===== src/rtl/mrm_pkg.sv =====
package mrm_pkg;
    localparam int CNT_W   = 32;
    localparam int IVAL_W  = 19;
    localparam int ADDR_W  = 3;
    localparam int N_SRC   = 2;   // event counters: 0 hit, 1 miss

    localparam logic [ADDR_W-1:0] IDX_CTRL = 3'd0;
    localparam logic [ADDR_W-1:0] IDX_HCNT = 3'd1;
    localparam logic [ADDR_W-1:0] IDX_MCNT = 3'd2;
    localparam logic [ADDR_W-1:0] IDX_IVAL = 3'd3;
    localparam logic [ADDR_W-1:0] IDX_HTHR = 3'd4;
    localparam logic [ADDR_W-1:0] IDX_MTHR = 3'd5;

    localparam int B_RUN  = 0;
    localparam int B_IEN  = 1;
    localparam int B_WIN  = 2;
    localparam int B_HTHR = 3;
    localparam int B_MTHR = 4;

    typedef enum logic [1:0] {
        ST_STOPPED = 2'd0,
        ST_FREE    = 2'd1,
        ST_TIMING  = 2'd2
    } win_state_t;
endpackage


===== src/rtl/mrm_event_ctr.sv =====
module mrm_event_ctr #(
    parameter int W = 32
) (
    input  logic         clk,
    input  logic         rst_n,
    input  logic         run_i,
    input  logic         strobe_i,
    input  logic         wr_i,
    input  logic [W-1:0] wr_data_i,
    input  logic [W-1:0] thr_i,
    output logic [W-1:0] count_o,
    output logic         reach_o
);
    logic [W-1:0] count_q;
    logic [W-1:0] count_inc;
    logic         bump;

    assign bump      = run_i && strobe_i && !wr_i;
    assign count_inc = count_q + 1'b1;

    always_ff @(posedge clk) begin
        if (!rst_n)      count_q <= '0;
        else if (wr_i)   count_q <= wr_data_i;
        else if (bump)   count_q <= count_inc;
    end

    assign reach_o = bump && (thr_i != '0) && (count_inc == thr_i);
    assign count_o = count_q;


    hold_when_stopped_chk: assert property (@(posedge clk) disable iff (!rst_n)
        (!run_i && !wr_i) |=> $stable(count_o));


    count_step_chk: assert property (@(posedge clk) disable iff (!rst_n)
        (run_i && strobe_i && !wr_i) |=> (count_o == $past(count_o) + 1'b1));


    reach_matches_thr_chk: assert property (@(posedge clk) disable iff (!rst_n)
        reach_o |=> (count_o == $past(thr_i)));
endmodule


===== src/rtl/mrm_window.sv =====
module mrm_window
    import mrm_pkg::*;
#(
    parameter int IW = 19
) (
    input  logic          clk,
    input  logic          rst_n,
    input  logic          tick_i,
    input  logic [IW-1:0] interval_i,
    input  logic          ctrl_wr_i,
    input  logic          run_wdata_i,
    output logic          run_o,
    output logic          expire_o
);
    win_state_t    state_q, state_d;
    logic [IW-1:0] remain_q;
    logic          expire;

    assign expire = (state_q == ST_TIMING) && tick_i && (remain_q == IW'(1));

    always_comb begin
        state_d = state_q;
        unique case (state_q)
            ST_STOPPED: if (ctrl_wr_i && run_wdata_i)
                            state_d = (interval_i != '0) ? ST_TIMING : ST_FREE;
            ST_FREE:    if (ctrl_wr_i && !run_wdata_i) state_d = ST_STOPPED;
            ST_TIMING:  if (expire || (ctrl_wr_i && !run_wdata_i)) state_d = ST_STOPPED;
            default:    state_d = ST_STOPPED;
        endcase
    end

    always_ff @(posedge clk) begin
        if (!rst_n) begin
            state_q  <= ST_STOPPED;
            remain_q <= '0;
        end else begin
            state_q <= state_d;
            if (state_q == ST_STOPPED)            remain_q <= interval_i;
            else if (state_q == ST_TIMING && tick_i) remain_q <= remain_q - 1'b1;
        end
    end

    always_comb begin
        run_o    = (state_q != ST_STOPPED);
        expire_o = expire;
    end


    expire_stops_chk: assert property (@(posedge clk) disable iff (!rst_n)
        expire_o |=> !run_o);


    stop_has_cause_chk: assert property (@(posedge clk) disable iff (!rst_n)
        $fell(run_o) |-> ($past(expire_o) || $past(ctrl_wr_i && !run_wdata_i)));


    timing_nonzero_chk: assert property (@(posedge clk) disable iff (!rst_n)
        (state_q == ST_TIMING) |-> (remain_q != '0));
endmodule


===== src/rtl/mrm_regs.sv =====
module mrm_regs
    import mrm_pkg::*;
#(
    parameter int W  = 32,
    parameter int IW = 19,
    parameter int AW = 3,
    parameter int NS = 2
) (
    input  logic                 clk,
    input  logic                 rst_n,
    input  logic                 sel_i,
    input  logic                 we_i,
    input  logic [AW-1:0]        addr_i,
    input  logic [W-1:0]         wdata_i,
    output logic [W-1:0]         rdata_o,
    input  logic                 run_i,
    input  logic                 expire_i,
    input  logic [NS-1:0]        reach_i,
    input  logic [NS-1:0][W-1:0] count_i,
    output logic                 ctrl_wr_o,
    output logic [NS-1:0]        cnt_wr_o,
    output logic [NS-1:0][W-1:0] thr_o,
    output logic [IW-1:0]        interval_o,
    output logic                 irq_o
);
    logic                 wr;
    logic                 irq_en_q;
    logic [2:0]           status_q;   // {miss thr, hit thr, window}
    logic [2:0]           set_evt;
    logic [IW-1:0]        interval_q;
    logic [NS-1:0][W-1:0] thr_q;
    logic                 irq_q;

    assign wr        = sel_i && we_i;
    assign ctrl_wr_o = wr && (addr_i == IDX_CTRL);
    assign cnt_wr_o[0] = wr && (addr_i == IDX_HCNT);
    assign cnt_wr_o[1] = wr && (addr_i == IDX_MCNT);
    assign set_evt   = {reach_i[1], reach_i[0], expire_i};

    always_ff @(posedge clk) begin
        if (!rst_n) begin
            irq_en_q   <= 1'b0;
            status_q   <= '0;
            interval_q <= '0;
            thr_q      <= '0;
            irq_q      <= 1'b0;
        end else begin
            if (ctrl_wr_o) begin
                irq_en_q <= wdata_i[B_IEN];
                status_q <= (status_q & wdata_i[B_MTHR:B_WIN]) | set_evt;
            end else begin
                status_q <= status_q | set_evt;
            end
            if (wr && addr_i == IDX_IVAL) interval_q <= wdata_i[IW-1:0];
            if (wr && addr_i == IDX_HTHR) thr_q[0] <= wdata_i;
            if (wr && addr_i == IDX_MTHR) thr_q[1] <= wdata_i;
            irq_q <= irq_en_q && (|set_evt);
        end
    end

    always_comb begin
        rdata_o = '0;
        unique case (addr_i)
            IDX_CTRL: rdata_o = W'({status_q, irq_en_q, run_i});
            IDX_HCNT: rdata_o = count_i[0];
            IDX_MCNT: rdata_o = count_i[1];
            IDX_IVAL: rdata_o = W'(interval_q);
            IDX_HTHR: rdata_o = thr_q[0];
            IDX_MTHR: rdata_o = thr_q[1];
            default:  rdata_o = '0;
        endcase
    end

    assign thr_o      = thr_q;
    assign interval_o = interval_q;
    assign irq_o      = irq_q;


    irq_needs_enable_chk: assert property (@(posedge clk) disable iff (!rst_n)
        irq_o |-> $past(irq_en_q));


    status_rise_pulses_chk: assert property (@(posedge clk) disable iff (!rst_n)
        ($rose(status_q[0]) || $rose(status_q[1]) || $rose(status_q[2]))
            |-> (irq_o || !$past(irq_en_q)));


    status_sticky_chk: assert property (@(posedge clk) disable iff (!rst_n)
        (!ctrl_wr_o && $past(1'b1)) |=> ((status_q & $past(status_q)) == $past(status_q)));
endmodule


===== src/rtl/miss_rate_monitor.sv =====
module miss_rate_monitor
    import mrm_pkg::*;
#(
    parameter int CW = CNT_W,
    parameter int IW = IVAL_W,
    parameter int AW = ADDR_W
) (
    input  logic          clk,
    input  logic          rst_n,
    input  logic          hit_i,
    input  logic          miss_i,
    input  logic          ref_tick_i,
    input  logic          bus_sel_i,
    input  logic          bus_we_i,
    input  logic [AW-1:0] bus_addr_i,
    input  logic [CW-1:0] bus_wdata_i,
    output logic [CW-1:0] bus_rdata_o,
    output logic          irq_o
);
    localparam int NS = N_SRC;

    logic                  run;
    logic                  expire;
    logic                  ctrl_wr;
    logic [NS-1:0]         strobe;
    logic [NS-1:0]         cnt_wr;
    logic [NS-1:0]         reach;
    logic [NS-1:0][CW-1:0] count;
    logic [NS-1:0][CW-1:0] thr;
    logic [IW-1:0]         interval;

    assign strobe = {miss_i, hit_i};

    mrm_window #(.IW(IW)) u_window (
        .clk        (clk),
        .rst_n      (rst_n),
        .tick_i     (ref_tick_i),
        .interval_i (interval),
        .ctrl_wr_i  (ctrl_wr),
        .run_wdata_i(bus_wdata_i[B_RUN]),
        .run_o      (run),
        .expire_o   (expire)
    );

    for (genvar g = 0; g < NS; g++) begin : g_ctr
        mrm_event_ctr #(.W(CW)) u_ctr (
            .clk      (clk),
            .rst_n    (rst_n),
            .run_i    (run),
            .strobe_i (strobe[g]),
            .wr_i     (cnt_wr[g]),
            .wr_data_i(bus_wdata_i),
            .thr_i    (thr[g]),
            .count_o  (count[g]),
            .reach_o  (reach[g])
        );
    end

    mrm_regs #(.W(CW), .IW(IW), .AW(AW), .NS(NS)) u_regs (
        .clk       (clk),
        .rst_n     (rst_n),
        .sel_i     (bus_sel_i),
        .we_i      (bus_we_i),
        .addr_i    (bus_addr_i),
        .wdata_i   (bus_wdata_i),
        .rdata_o   (bus_rdata_o),
        .run_i     (run),
        .expire_i  (expire),
        .reach_i   (reach),
        .count_i   (count),
        .ctrl_wr_o (ctrl_wr),
        .cnt_wr_o  (cnt_wr),
        .thr_o     (thr),
        .interval_o(interval),
        .irq_o     (irq_o)
    );
endmodule


===== config.mk =====
export PLATFORM = sky130hd
export DESIGN_NAME = miss_rate_monitor
export DESIGN_NICKNAME = d
export VERILOG_FILES = /design/src/rtl/mrm_pkg.sv /design/src/rtl/mrm_event_ctr.sv /design/src/rtl/mrm_window.sv /design/src/rtl/mrm_regs.sv /design/src/rtl/miss_rate_monitor.sv
export SDC_FILE = /design/constraint.sdc
export NUM_CORES = 1
export LEC_CHECK = 0
export BUFFER_PORTS_ARGS = -buffer_cell sky130_fd_sc_hd__buf_2
export CAP_MARGIN = 10
export CORE_UTILIZATION = 30
export DETAILED_ROUTE_END_ITERATION = 12
export GPL_TIMING_DRIVEN = 0
export HOLD_SLACK_MARGIN = 0.02
export PLACE_DENSITY_LB_ADDON = 0.12
export SETUP_SLACK_MARGIN = 0.5
export SLEW_MARGIN = 10
export SYNTH_ARGS = -nofsm -noshare
export SYNTH_HDL_FRONTEND = slang
export SYNTH_SLANG_ARGS = --single-unit

===== constraint.sdc =====
create_clock -name clk -period 3 [get_ports clk]
set_input_delay 0.45 -clock clk [delete_from_list [all_inputs] [get_ports clk]]
set_output_delay 0.45 -clock clk [all_outputs]
set_load 0.005 [all_outputs]

==> out/results.ini <==
[die]
coreArea_mm2=0.03548
io_pins=75
rows=69
die_w_um=191.9
die_area_mm2=0.03682
die_h_um=191.9
initial_core_util_pct=30.48

[clock_tree]
cts.path.max_buffers=2
cts_max_level=4
cts_tree=done
clock_latency_ns=0.47
cts_hold_buf=0
clock-sinks=173
cts-root-buf=clkbuf_16
clk_pin_slew_ns=0.08
cts-buffers-inserted=17

[sta]
setup_viol=0
drv_slew=0
period_minus_slack_ns=2.665
hold_slack_ns=0.2854
finClkSkew_ns=0.01940
rsz0062_at_grt=yes
fmax_mhz=375.2
slew_headroom_pct=39.35
setup_ws_ns=0.3350
hold_viol=0
tightest_slew_ns=0.9058
fin_tns_setup_ns=0
fin_crit_sh_pct=88.83

[synth]
synth.distinct_cells=68
synth_top_family_by_area=simple AND/OR/NAND/NOR gates
syn_nets=1470
synthArstFlopShare_pct=0
ys_seq_elements=173
synthAdderAreaFrac_pct=0.4627
synthesis.instances=1424
yosys.area_share.simple_pct=26.82
synthMuxAreaShare_pct=5.367
yosysWarningCount=0
ys_seq_area_share_pct=32.02
netlist_area_mm2=0.01082
synth-edff-count=0
yosys.area_share.xor_xnor_pct=11.74
ys.flop_type=dfxtp_1
avgSynthCellArea_um2=7.596
synth_compound_area_share_pct=18.43

[finish]
area.growth.synth_to_final_pct=24.96
fin_cells=2046
postLayoutCellArea_mm2=0.01352
nFillCells=3740
layout.nets=1617
drive_gt1_share_pct=21.78
fin_util_pct=38.09

[pwr]
peakVddDrop_mv=0.4086
p_per_area_mw_per_mm2=391.1
power_mw=5.287
static-leakage-power_nw=4.779

[global_route]
grt_pass1_vias=10980
antenna_found_initial=2
grt_pass1_wl_um=73510
grtUsageTotal_pct=27.58
globalRouteOverflowTotal=0
grt_max_degree=18

[run_status]
outcome=complete, no violations

[setup_path]
crit_required_ns=3.38
end_kind=flop
worstSetupPathType=reg2reg
worstPathArrival_ns=3.04
r2r_slack_ns=0.34
cp-start-kind=flop
r2r_start=g_ctr[0].u_ctr.count_o[2]
crit_fanout=9
cp-startpoint=g_ctr[0].u_ctr.count_o[2]

[drt]
wirelength_um=50280
drt-vias-per-instance=5.663
drtIter0Drc=1092
drt-wirelength-per-cell_um=24.57
routed-via-count=11590
drc_errors=0
firstDrtPassIters=5
ant_nets=0

[place]
gp_congestion=0.9375
dp_cells=1958
post-place-ws_ns=-0.5211
dpl.hpwl_um=37950
place_area_mm2=0.01177
io_buffer_count=73

[min_path]
holdCritStartpoint=bus_wdata_i[27]
min_path_type=in2reg

[job]
maxCapViolCount=0

layout make-up:
cell class	instances	area (um2)	share of cell area [%]
antenna	1	2.502	0.01851
buffer	124	775.7	5.739
clock buffer	17	425.4	3.147
clock inverter	15	150.1	1.111
inverter	15	56.30	0.4166
multi-input combinational	1112	7242	53.58
sequential	173	3495	25.85
tap	461	576.8	4.267
timing repair buffer	128	793.3	5.869
flip-flops by register name, summed over array words and instances, names as in the netlist:
register and flops:
u_regs.irq_o 1, u_regs.status_q 3, u_regs.thr_o 64, g_ctr.u_ctr.count_o 64, u_regs.interval_o 19, u_window.remain_q 19, u_window.state_q 2, u_regs.irq_en_q 1
synth_stat cells (all sizes together), types with 4 or more instances:
master / n / area, um2
nand2: 240 / 900.9
dfxtp: 173 / 3463
nor2: 120 / 457.9
a21oi: 115 / 575.6
clkbuf: 104 / 397.9
xnor2: 94 / 823.3
a211oi: 53 / 397.9
xor2: 51 / 446.7
nor4: 43 / 311.5
nor3: 42 / 210.2
nand3: 39 / 195.2
nand4: 37 / 274.0
a22oi: 36 / 270.3
o22ai: 34 / 212.7
mux2i: 31 / 310.3
o21ai: 30 / 150.1
buf: 20 / 103.9
mux2: 18 / 202.7
or3: 16 / 102.6
a311oi: 15 / 131.4
inv: 15 / 56.30
or2: 10 / 62.56
nand2b: 8 / 50.05
and3: 7 / 43.79
nor4b: 7 / 61.31
or4: 6 / 52.55
a221oi: 5 / 43.79
and2: 4 / 25.02
ha: 4 / 50.05
nand3b: 4 / 30.03
power by group:
part,total [mW],internal (mW),switching (mW)
logic,0.596,0.199,0.397
registers,2.38,2.33,0.0492
clock network,2.31,1.17,1.14
critical path: stages (launching register included):
cell and delay [ns]:
dfxtp_1 0.33, buf_6 0.15, nand4_1 0.15, or2_1 0.25
clkbuf_4 0.18, o21a_1 0.20, nor4_2 0.30, nand4_1 0.26
nor4_4 0.27, o2111ai_4 0.23, a31oi_4 0.27
cell families after synthesis:
logic type,count (synthesis)
adders and majority gates,4
AOI/OAI and AO/OA,313
xor gates and xnor gates,145
and+or+nand+nor,598
muxes,52
buffers and inverters,139
DFF,173
cells in the final DEF (no fill, tap or decap), types with 13 or more instances in the layout:
cell type and count:
a211oi_1 51, a21oi_1 113, a22oi_1 36, a311oi_1 15, buf_2 76, buf_4 58, buf_6 14, clkbuf_1 61
clkbuf_16 18, clkbuf_2 22, dfxtp_1 158, inv_1 13, mux2_2 18, mux2i_1 31, nand2_1 239, nand3_1 32
nand4_1 33, nor2_1 114, nor3_1 31, nor4_1 34, o21ai_0 28, o22ai_1 26, or3_1 13, xnor2_1 90
xor2_1 51
routing by layer:
metal | GRT usage, % | up-vias | part of all wire (%)
met5 | 0 | - | 0.026
met4 | 8.944 | 2 | 2.9
met3 | 3.746 | 62 | 4.6
met2 | 45.36 | 415 | 47
met1 | 36.97 | 5723 | 46
li1 | - | 5384 | -
final timing paths:
check	cells past startpoint	to
worst max register to register	10	u_regs.irq_o
worst min register to register	2	u_window.remain_q[15]
worst max-delay path	10	u_regs.irq_o
worst min-delay path	3	u_regs.thr_o[27]
timing repair:
action                                  CTS  global route
endpoints found under the setup margin   95            36
pin swaps                                32             7
gates resized for setup                 163            55
buffers inserted                         47             8
Note: power is estimated with default switching activity, not from simulation.
